==> config.mk <==
export PLATFORM = sky130hd
export DESIGN_NAME = busreg_bank
export DESIGN_NICKNAME = d
export VERILOG_FILES = /design/src/rtl/busreg_pkg.sv /design/src/rtl/busreg_cell.sv /design/src/rtl/busreg_merge.sv /design/src/rtl/busreg_bank.sv
export SDC_FILE = /design/constraint.sdc
export NUM_CORES = 1
export LEC_CHECK = 0
export ABC_AREA = 1
export BUFFER_PORTS_ARGS = -buffer_cell sky130_fd_sc_hd__buf_2
export CELL_PAD_IN_SITES_DETAIL_PLACEMENT = 1
export CELL_PAD_IN_SITES_GLOBAL_PLACEMENT = 1
export CORE_UTILIZATION = 40
export DETAILED_ROUTE_END_ITERATION = 12
export GPL_TIMING_DRIVEN = 0
export PLACE_DENSITY_LB_ADDON = 0.1
export SLEW_MARGIN = 20
export SYNTH_ARGS = -nofsm -noshare
export SYNTH_HDL_FRONTEND = slang
export SYNTH_SLANG_ARGS = --single-unit
==> constraint.sdc <==
create_clock -name clk -period 1.8 [get_ports clk]
set_input_delay 0.27 -clock clk [delete_from_list [all_inputs] [get_ports clk]]
set_output_delay 0.27 -clock clk [all_outputs]
set_load 0.01 [all_outputs]
==> src/rtl/busreg_pkg.sv <==
package busreg_pkg;
   typedef enum int unsigned {
      IDX_ACC   = 0,
      IDX_PC    = 1,
      IDX_ADDX  = 2,
      IDX_ADDY  = 3,
      IDX_BUF   = 4,
      IDX_RET   = 5,
      IDX_MADDR = 6,
      IDX_MDATA = 7
   } reg_idx_e;

   localparam int unsigned DEF_WIDTH = 16;
   localparam int unsigned DEF_NREGS = 8;
endpackage

==> src/rtl/busreg_cell.sv <==
module busreg_cell #(
   parameter int unsigned WIDTH = 16
) (
   input  logic             clk,
   input  logic             rst_n,
   input  logic             clr,
   input  logic             wr,
   input  logic [WIDTH-1:0] bus_in,
   output logic [WIDTH-1:0] q
);
   generate
      if (WIDTH < 1) begin : g_bad_width
         $error("busreg_cell: WIDTH must be at least 1");
      end
   endgenerate

   // Set/reset storage: clear resets every bit, write sets bits that are 1 on the bus
   logic [WIDTH-1:0] set_vec;
   logic [WIDTH-1:0] nxt;

   always_comb begin
      set_vec = wr ? bus_in : '0;
      if (clr) nxt = '0;
      else     nxt = q | set_vec;
   end

   always_ff @(posedge clk or negedge rst_n) begin
      if (!rst_n) q <= '0;
      else        q <= nxt;
   end


   clr_zero_chk: assert property (@(posedge clk) disable iff (!rst_n)
      (clr) |=> (q == '0));


   wr_merge_chk: assert property (@(posedge clk) disable iff (!rst_n)
      (wr && !clr) |=> (q == ($past(q) | $past(bus_in))));


   hold_chk: assert property (@(posedge clk) disable iff (!rst_n)
      (!wr && !clr) |=> $stable(q));
endmodule

==> src/rtl/busreg_merge.sv <==
module busreg_merge #(
   parameter int unsigned WIDTH   = 16,
   parameter int unsigned NREGS   = 8,
   parameter bit          HAS_CMP = 1'b1,
   parameter int unsigned CMP_IDX = 4
) (
   input  logic                        clk,
   input  logic                        rst_n,
   input  logic [NREGS-1:0][WIDTH-1:0] q_all,
   input  logic [NREGS-1:0]            rd,
   input  logic                        cmp,
   input  logic [WIDTH-1:0]            ext,
   output logic [WIDTH-1:0]            bus
);
   generate
      if (NREGS < 1) begin : g_bad_nregs
         $error("busreg_merge: NREGS must be at least 1");
      end
      if (CMP_IDX >= NREGS) begin : g_bad_cmp
         $error("busreg_merge: CMP_IDX out of range");
      end
   endgenerate

   // Contribution of the complemented read path, present only when configured
   logic [WIDTH-1:0] cmp_term;
   generate
      if (HAS_CMP) begin : g_cmp
         assign cmp_term = cmp ? ~q_all[CMP_IDX] : '0;
      end else begin : g_nocmp
         logic unused_cmp;
         assign unused_cmp = cmp;
         assign cmp_term   = '0;
      end
   endgenerate

   // Wired-OR of all active sources
   always_comb begin
      bus = ext | cmp_term;
      for (int i = 0; i < int'(NREGS); i++) begin
         if (rd[i]) bus = bus | q_all[i];
      end
   end


   idle_zero_chk: assert property (@(posedge clk) disable iff (!rst_n)
      ((rd == '0) && !cmp && (ext == '0)) |-> (bus == '0));


   ext_cover_chk: assert property (@(posedge clk) disable iff (!rst_n)
      ((bus & ext) == ext));


   generate
      for (genvar g = 0; g < int'(NREGS); g++) begin : g_rdchk
         rd_cover_chk: assert property (@(posedge clk) disable iff (!rst_n)
            rd[g] |-> ((bus & q_all[g]) == q_all[g]));
      end
      if (HAS_CMP) begin : g_cmpchk

         cmp_cover_chk: assert property (@(posedge clk) disable iff (!rst_n)
            cmp |-> ((bus & ~q_all[CMP_IDX]) == ~q_all[CMP_IDX]));
      end
   endgenerate
endmodule

==> src/rtl/busreg_bank.sv <==
module busreg_bank #(
   parameter int unsigned WIDTH   = busreg_pkg::DEF_WIDTH,
   parameter int unsigned NREGS   = busreg_pkg::DEF_NREGS,
   parameter bit          HAS_CMP = 1'b1,
   parameter int unsigned CMP_IDX = int'(busreg_pkg::IDX_BUF)
) (
   input  logic             clk,
   input  logic             rst_n,
   input  logic [NREGS-1:0] clr_strb,
   input  logic [NREGS-1:0] wr_gate,
   input  logic [NREGS-1:0] rd_gate,
   input  logic             rd_cmp,
   input  logic [WIDTH-1:0] ext_src,
   output logic [WIDTH-1:0] bus_q
);
   localparam int unsigned LAST = NREGS - 1;

   generate
      if (LAST >= 64) begin : g_too_many
         $error("busreg_bank: NREGS too large");
      end
   endgenerate

   logic [NREGS-1:0][WIDTH-1:0] q_all;
   logic [WIDTH-1:0]            bus;

   generate
      for (genvar r = 0; r < int'(NREGS); r++) begin : g_reg
         busreg_cell #(.WIDTH(WIDTH)) u_cell (
            .clk    (clk),
            .rst_n  (rst_n),
            .clr    (clr_strb[r]),
            .wr     (wr_gate[r]),
            .bus_in (bus),
            .q      (q_all[r])
         );
      end
   endgenerate

   busreg_merge #(
      .WIDTH   (WIDTH),
      .NREGS   (NREGS),
      .HAS_CMP (HAS_CMP),
      .CMP_IDX (CMP_IDX)
   ) u_merge (
      .clk   (clk),
      .rst_n (rst_n),
      .q_all (q_all),
      .rd    (rd_gate),
      .cmp   (rd_cmp),
      .ext   (ext_src),
      .bus   (bus)
   );

   assign bus_q = bus;


   clr_wins_chk: assert property (@(posedge clk) disable iff (!rst_n)
      (clr_strb[0] && wr_gate[0]) |=> (q_all[0] == '0));
endmodule

; ---- Word level (Yosys, flattened, before mapping)
; Cells that the tools add are included.
[totals]
in_bits = 43
output_inout_bits = 16
wordCells = 51
ff_bits = 128
[op_classes]
n_bitwise = 18
muxes = 25
[ops]
columns = cell, n
row1 = two-way mux 16 bit, 25
row2 = OR 16 bit, 17
row3 = inverter 16 bit, 1

; ---- Depth between registers and ports, before layout
; Gate-level depths: netlist of the first run.
[logic_depth]
ltp_word = 22
ltp_mapped = 8
depth_no_buf = 7

; ---- By module
; From an unflattened synthesis of the first run, not the netlist that was laid out.
[unflattened]
cells_unflattened = 834
hier_area_um2 = 6622.6
[modules_own_cells]
columns = mod, cells_each, n_inst, area_each_um2, seq_area_each_um2
row1 = busreg_cell, 68, 8, 663.1, 400.4
row2 = busreg_merge, 290, 1, 1317.5, 0.0

; ---- Worst setup path before layout of the first run
; No wires, ideal clock.
[synth_timing]
kind = input to register
startpoint = input rd_gate[0]
endpoint = register g_reg[0].u_cell.q[10]
t_arrival_ps = 1034
path_slack_ps = 632
stages = 8
setup_ps = 134
cell_sequence = buf_6 > buf_8 > nand2_4 > nand2_2 > nor2_2 > nand3_4 > nand2_2 > a21oi_2
[synth_between]
elab_chain_cells = 18
[synth_rtl]
columns = item, line_no
row1 = from (decl), busreg_bank.sv:11  ; input logic [NREGS-1:0] rd_gate,
row2 = two-way mux 16 bit (*), busreg_merge.sv:40  ; if (rd[i]) bus = bus | q_all[i];
row3 = OR 16 bit, busreg_merge.sv:40
row4 = two-way mux 16 bit (*), busreg_merge.sv:40
row5 = OR 16 bit, busreg_merge.sv:40
row6 = two-way mux 16 bit (*), busreg_merge.sv:40
row7 = OR 16 bit, busreg_merge.sv:40
row8 = two-way mux 16 bit (*), busreg_merge.sv:40
row9 = OR 16 bit, busreg_merge.sv:40
row10 = [4 not listed], --
row11 = two-way mux 16 bit (*), busreg_merge.sv:40
row12 = OR 16 bit, busreg_merge.sv:40
row13 = two-way mux 16 bit (*), busreg_merge.sv:40
row14 = net bus_q[10], busreg_bank.sv:14  ; output logic [WIDTH-1:0] bus_q
row15 = two-way mux 16 bit (*), busreg_cell.sv:22  ; set_vec = wr ? bus_in : '0;
row16 = OR 16 bit (*), busreg_cell.sv:24  ; else nxt = q | set_vec;
row17 = two-way mux 16 bit (*), busreg_cell.sv:23  ; if (clr) nxt = '0;
row18 = net g_reg[0].u_cell.nxt[10], busreg_cell.sv:19  ; logic [WIDTH-1:0] nxt;
row19 = to (signal assigned), busreg_cell.sv:29  ; else q <= nxt;
row20 = to (decl), busreg_cell.sv:9  ; output logic [WIDTH-1:0] q
; Mark *: on every way through the listed nets, which the timed path passes. The rest lies on a longest branch.

; ---- Worst setup path after layout of the first run
[layout_timing]
startpoint = register g_reg[3].u_cell.q[9]
endpoint = output bus_q[9]
[layout_between]
elab_chain_cells = 10
[layout_rtl]
columns = item, line_no
row1 = from (decl), busreg_cell.sv:9
row2 = from (signal assigned), busreg_cell.sv:29
row3 = OR 16 bit (*), busreg_merge.sv:40
row4 = two-way mux 16 bit (*), busreg_merge.sv:40
row5 = OR 16 bit, busreg_merge.sv:40
row6 = two-way mux 16 bit (*), busreg_merge.sv:40
row7 = OR 16 bit, busreg_merge.sv:40
row8 = two-way mux 16 bit (*), busreg_merge.sv:40
row9 = OR 16 bit, busreg_merge.sv:40
row10 = two-way mux 16 bit (*), busreg_merge.sv:40
row11 = OR 16 bit, busreg_merge.sv:40
row12 = two-way mux 16 bit (*), busreg_merge.sv:40
row13 = to (decl), busreg_bank.sv:14
; Every way passes the cells marked *; elsewhere a longest branch is shown, timed or not.

==> results of run 1 <==
-- kinds of logic (layout without fill, tap and decap cells) --
group,after synthesis,after routing,synth area share [%]
compound gates,144,144,11.7
buf+inv,178,269,12.5
flops,128,128,49.1
simple gates,368,369,26.7
-- metrics by stage --
stage	power, mW	area (µm²)
2_1_floorplan	4.04	6520
3_3_place_gp	4.36	6960
3_5_place_dp	4.44	6990
4_1_cts	7.79	7680
5_1_grt	8.12	7850
6_report	7.78	7850
-- path summary, 6_finish.rpt --
check | from | cells after the start | endpoint | slack [ps]
worst min register to register | g_reg[0].u_cell.q[12] | 2 | g_reg[0].u_cell.q[12] | 510
min in group asynchronous | rst_n | 2 | g_reg[5].u_cell.q[10] | 330
worst min-delay path | clr_strb[6] | 2 | g_reg[6].u_cell.q[1] | 200
worst max register to register | g_reg[3].u_cell.q[5] | 7 | g_reg[2].u_cell.q[5] | 490
worst max-delay path | g_reg[3].u_cell.q[9] | 5 | bus_q[9] | 50
max in group asynchronous | rst_n | 3 | g_reg[2].u_cell.q[12] | 680
-- what timing repair did --
action,in CTS,in global routing
setup buffers,7,20
hold endpoints to repair,40,0
pin swaps,5,6
cloned,0,1
resized for setup,13,2
setup endpoints to repair,14,9
hold buffers,1,0
-- final cells by class --
type	instances	area, µm²
repair buffers	62	415
multi-input cells	513	2580
well taps	216	270
clock inverters	6	57.6
flip-flops and latches	128	3200
clock buffers	23	498
plain buffers	50	337
fillers	1959	8040
inverters	128	480
-- metal layers --
metal  vias up  track usage, %
met1      2680            28.7
li1       2633               -
met4         0            8.28
met3        22            4.21
met2        76            44.5
met5         -               0
-- placed cells by master (no fill, tap or decap), types with 5 or more instances in the layout --
cell,Yosys,routed
nor2_4,3,6
nand2_1,283,283
buf_6,17,17
buf_2,8,40
dfrtp_1,128,128
nand3_4,11,16
buf_4,0,27
a21oi_2,11,13
nor2_2,22,24
clkbuf_1,16,17
a21oi_1,133,131
inv_1,128,128
nand2_2,36,36
buf_1,8,8
clkbuf_8,0,5
clkbuf_16,0,17
-- cell usage after synthesis --
master	instances	area share, %
nand2_4	1	0.17
nor2_2	22	2.1
buf_6	17	2.9
nor2_4	3	0.52
dfrtp_1	128	49
a21oi_2	11	1.5
nand3_2	5	0.77
a21oi_1	133	10
inv_1	128	7.4
clkbuf_1	16	0.92
nand2_2	36	3.5
nand3_4	11	3.0
buf_1	8	0.46
buf_8	1	0.23
nor2_1	7	0.40
nand2_1	283	16
buf_2	8	0.61
-- worst register-to-register path, stage by stage, from the launching register on --
cell and delay, ps:
dfrtp_1 380, nand2_1 70, nand2_1 100, nor2_2 180, nand3_4 110, buf_4 200
nand2_2 70, a21oi_1 60
-- power by group --
part | internal [mW] | switching [mW] | leakage (nW)
sequential | 3.11 | 0.129 | 1.61
combinational | 0.443 | 0.803 | 2.23
clock | 2.05 | 1.25 | 0.277
total | 5.60 | 2.18 | 4.12
==> results.yml, run 1 <==
status:
  run_status: "finished clean"
sta:
  timing_hold_violations_final: 0
  slew_violations: 0
  final_worst_hold_slack_ps: 195
  fmax_mhz: 571
  fin_crit_sh_pct: 97.3
  final.setup.worst_slack_ps: 48.2
  worst_slew_pin_slew_ps: 584
  worst_clock_skew_ps: 10.7
  layout_min_cycle_time_ps: 1750
  setup_viol: 0
  unrepaired_setup_endpoints_after_global_routing: "yes"
  timing.slew.headroom_pct: 61.0
  tns_ps: 0
power:
  vdd_drop_max_mv: 0.706
  powerDensity_nw_per_um2: 991
  p_leak_nw: 4.12
finish:
  largest_registers_ranked_by_flip_flop_count: "g.u_cell.q: 128 flops"
  finish.utilization_pct: 49.4
  finish.net_count: 943
  max_flop_register: "g.u_cell.q"
  fin_cells: 1126
  antennaDiodeCount: 0
  layout-drive-gt1-share_pct: 23.3
  area.growth.synth_to_final_pct: 20.3
  max_ffs_per_register: 128
floorplan:
  core.rowCount: 46
  die_area_um2: 16800
  core_area_um2: 15900
  io-pin-count: 59
  initial_standard_cell_utilization_of_the_core_pct: 41.1
  floorplan.die.height_um: 130
  die_w_um: 130
synth:
  yosysWarningCount: 0
  synthesis.area_um2: 6520
  ys_ff_latch: 128
  ys_types: 17
  synth.net_count: 861
  synthesis.instances: 818
  synth-seq-area-share_pct: 49.1
  synthesis.area_per_instance_um2: 7.97
grt:
  grt_first_pass_wirelength_mm: 30.0
  leftover_overflow_at_the_end_of_global_routing: 0
  grt_use_total_pct: 24.4
  grt_start_max_net_pins: 89
  first_global_vias: 5760
  grt_antenna_before_repair: 0
placed_design:
  post_detailed_placement_half_perimeter_wirelength_mm: 13.4
  placer_s_final_routability_congestion_estimate: 0.755
  numPortBuffers: 33
  place.detailed.instances: 1068
  dp_worst_setup_slack_ps: 182
drt:
  met1_length_mm: 8.01
  detailedRoute.firstIterationViolations: 176
  detailroute.wirelength.met3_um: 425
  detail-route-antenna-nets: 0
  wl_per_cell_um: 16.8
  totalWireLength_mm: 19.0
  wl_met2_mm: 10.2
  top_layer: "met4"
  detail_route.first_pass.iterations: 4
  vias_per_cell: 4.81
  drc: 0
  via_count: 5411
critical_path:
  critical_path.max_fanout: 8
  critical_setup_path_kind: "flop to output pin"
  worstPathBufferInverterCount: 1
  ordered_cell_list_for_the_critical_path: "nand2_1, nand2_1, nor2_4, nand3_4, buf_2"
  max_stage_delay_ps: 390
  critPathSlowestCell: "dfrtp_1"
  worst_setup_path_start_kind: "flop"
  kind_of_capture_point_of_the_worst_setup_path: "output pin"
  critPathTopFamily: "simple AND/OR/NAND/NOR gates"
  cp.required_ps: 1530
  cpMostUsedCell: "nand2_1"
  critPathArrivalTime_ps: 1480
clock_network:
  cts-htree-levels: 4
  clockRootBuffer: "clkbuf_16"
  max-clock-path-buffers: 2
  clock_latency_ps: 430
  cts_tree: "built"
  clk_pin_slew_ps: 60
  clock_buffer_count_from_cts: 17
  cts_num_sinks: 128
worst_hold_path:
  worst_hold_path_type: "input port to flop"
run:
  max-cap-violations: 0
Note: power is estimated with default switching activity, not from simulation.
==> run 2: changes to the inputs <==
Settings changed: PLACE_DENSITY_LB_ADDON 0.1 to 0.25.
==> run 2 against run 1 <==
  * Via count increased by 1.3%
  * Power decreased by 2.7%
  * Wire length increased by 1.3%
  * Sequential cell count unchanged
  * Cell count increased by 0.44%
  * Global-route usage increased by 0.40 points
  * Clock power decreased by 6.1%
  * Clock skew decreased by 2.9 ps
  * First-iteration DRC count increased by 9.1%
  * Worst setup slack improved by 6.9 ps
  * Core utilization decreased by 0.24 points
  * Critical path depth unchanged
  * Largest cell class unchanged
==> results.yml, run 2 (synthesized netlist as in run 1, its figures left out) <==
status:
  run_status: "finished clean"
clock_network:
  clk_pin_slew_ps: 50
  clock_buffer_count_from_cts: 17
  cts-htree-levels: 4
  clockRootBuffer: "clkbuf_16"
  cts_num_sinks: 128
  max-clock-path-buffers: 2
  cts_tree: "built"
  clock_latency_ps: 420
finish:
  largest_registers_ranked_by_flip_flop_count: "g.u_cell.q: 128 flops"
  layout.cells.most_common_list: "nand2_1, a21oi_1, inv_1, dfrtp_1, buf_2"
  layout_commonest_cell: "nand2_1"
  finish.net_count: 945
  finish.utilization_pct: 49.1
  layout-drive-gt1-share_pct: 22.8
  antennaDiodeCount: 0
  filler_cell_count_in_the_final_layout: 1994
  area.growth.synth_to_final_pct: 19.7
  max_flop_register: "g.u_cell.q"
  max_ffs_per_register: 128
critical_path:
  rr_worst_depth: 8
  reg2reg_setup_slack_ps: 370
  ordered_cell_list_for_the_critical_path: "nand2_1, nand2_1, nor2_4, nand3_4, buf_2"
  worstSetupEndpoint: "bus_q[8]"
  critical_path.startpoint: "g_reg[5].u_cell.q[8]"
  worstReg2RegStart: "g_reg[5].u_cell.q[8]"
  worst_setup_path_start_kind: "flop"
  critPathSlowestCell: "dfrtp_1"
  reg2reg_to: "g_reg[5].u_cell.q[8]"
  kind_of_capture_point_of_the_worst_setup_path: "output pin"
  max_stage_delay_ps: 380
  critical_path.max_fanout: 7
  cp.required_ps: 1530
  cpMostUsedCell: "nand2_1"
  critical_setup_path_kind: "flop to output pin"
  critPathArrivalTime_ps: 1470
grt:
  grt_first_pass_wirelength_mm: 30.6
  first_global_vias: 5963
  leftover_overflow_at_the_end_of_global_routing: 0
  grt_antenna_before_repair: 0
  grt_start_max_net_pins: 72
  grt_use_total_pct: 24.8
drt:
  detail_route.first_pass.iterations: 4
  via_count: 5479
  drc: 0
  detail-route-antenna-nets: 0
  detailedRoute.firstIterationViolations: 192
  vias_per_cell: 4.84
  wl_per_cell_um: 17.0
  totalWireLength_mm: 19.2
power:
  powerDensity_nw_per_um2: 970
  report.power.total_mw: 7.57
  p_leak_nw: 4.12
  vdd_drop_max_mv: 0.669
sta:
  timing_hold_violations_final: 0
  fmax_mhz: 573
  layout_min_cycle_time_ps: 1740
  worst_slew_pin_slew_ps: 651
  slew_violations: 0
  fin_crit_sh_pct: 96.9
  timing.slew.headroom_pct: 56.6
  worst_clock_skew_ps: 7.79
  setup_viol: 0
floorplan:
  core_area_um2: 15900
  core.rowCount: 46
  floorplan.die.height_um: 130
  initial_standard_cell_utilization_of_the_core_pct: 41.1
  die_area_um2: 16800
  io-pin-count: 59
  die_w_um: 130
worst_hold_path:
  worst_hold_path_type: "input port to flop"
placed_design:
  placer_s_final_routability_congestion_estimate: 0.775
  numPortBuffers: 33
  post_detailed_placement_half_perimeter_wirelength_mm: 13.6
run:
  max-cap-violations: 0
## run 2: cell count changes in the layout (fill, tap and decap cells not counted), sizes merged
cell / before / now
nand3: 17 / 16
buf: 95 / 98
bufinv: 1 / 0
clkinvlp: 1 / 0
clkbuf: 39 / 41
clkinv: 4 / 7
## run 2: area by class of cell
class	count	area [µm²]	share of cell area, %
flip-flops and latches	128	3200	41.0
multi-input cells	512	2560	32.8
clock buffers	25	485	6.22
inverters	128	480	6.15
repair buffers	65	438	5.61
plain buffers	50	337	4.31
well taps	216	270	3.46
clock inverters	7	35.0	0.449
## run 2: repair_timing
| action | in CTS | in global routing |
|---|---|---|
| pin swaps | 6 | 10 |
| gates resized for setup | 10 | 1 |
| endpoints found under the setup margin | 12 | 9 |
| setup buffers | 5 | 25 |
| hold endpoints to repair | 57 | 0 |
| hold buffers | 1 | 0 |
## run 2: worst max-delay path, delay by kind of cell (launching register included)
| family | cells | cell delay (ps) |
|---|---|---|
| buffers and inverters | 1 | 180 |
| flip-flops | 1 | 380 |
| AND/OR/NAND/NOR | 4 | 500 |
## run 2: stage by stage
stage | setup TNS (ps) | setup slack (ps) | hold slack, ps | cells | cell area (µm²)
3_3_place_gp | -170480 | -1340 | 504 | 1067 | 6960
6_report | 0 | 55.1 | 192 | 1131 | 7810
4_1_cts | 0 | 9.72 | 183 | 1106 | 7610
5_1_grt | -15.1 | -7.68 | 220 | 1131 | 7810
3_5_place_dp | 0 | 209 | 237 | 1068 | 6990
2_1_floorplan | 0 | 632 | -25.6 | 818 | 6520
## run 2: report_power, final
group	switching [mW]	internal (mW)
registers	0.125	3.11
logic	0.805	0.443
clock network	1.24	1.85
total	2.17	5.40
## run 2: worst min-delay path by stage
stage,cells past startpoint,from,to
floorplan,0,rst_n,g_reg[0].u_cell.q[0]
global placement,2,g_reg[0].u_cell.q[6],g_reg[0].u_cell.q[6]
detailed placement,1,rst_n,g_reg[1].u_cell.q[12]
CTS,2,clr_strb[6],g_reg[6].u_cell.q[15]
global route,2,clr_strb[0],g_reg[0].u_cell.q[1]
finish,2,clr_strb[6],g_reg[6].u_cell.q[15]
## run 2: layer usage
| metal | part of all wire (%) | global-route usage [%] | vias up | wire (µm) |
|---|---|---|---|---|
| met5 | 0 | 0 | - | 0 |
| met4 | 2.3 | 8.55 | 0 | 444 |
| met3 | 2.7 | 4.71 | 26 | 519 |
| met2 | 54 | 45.7 | 88 | 10300 |
| met1 | 41 | 28.5 | 2733 | 7930 |
| li1 | - | - | 2632 | - |
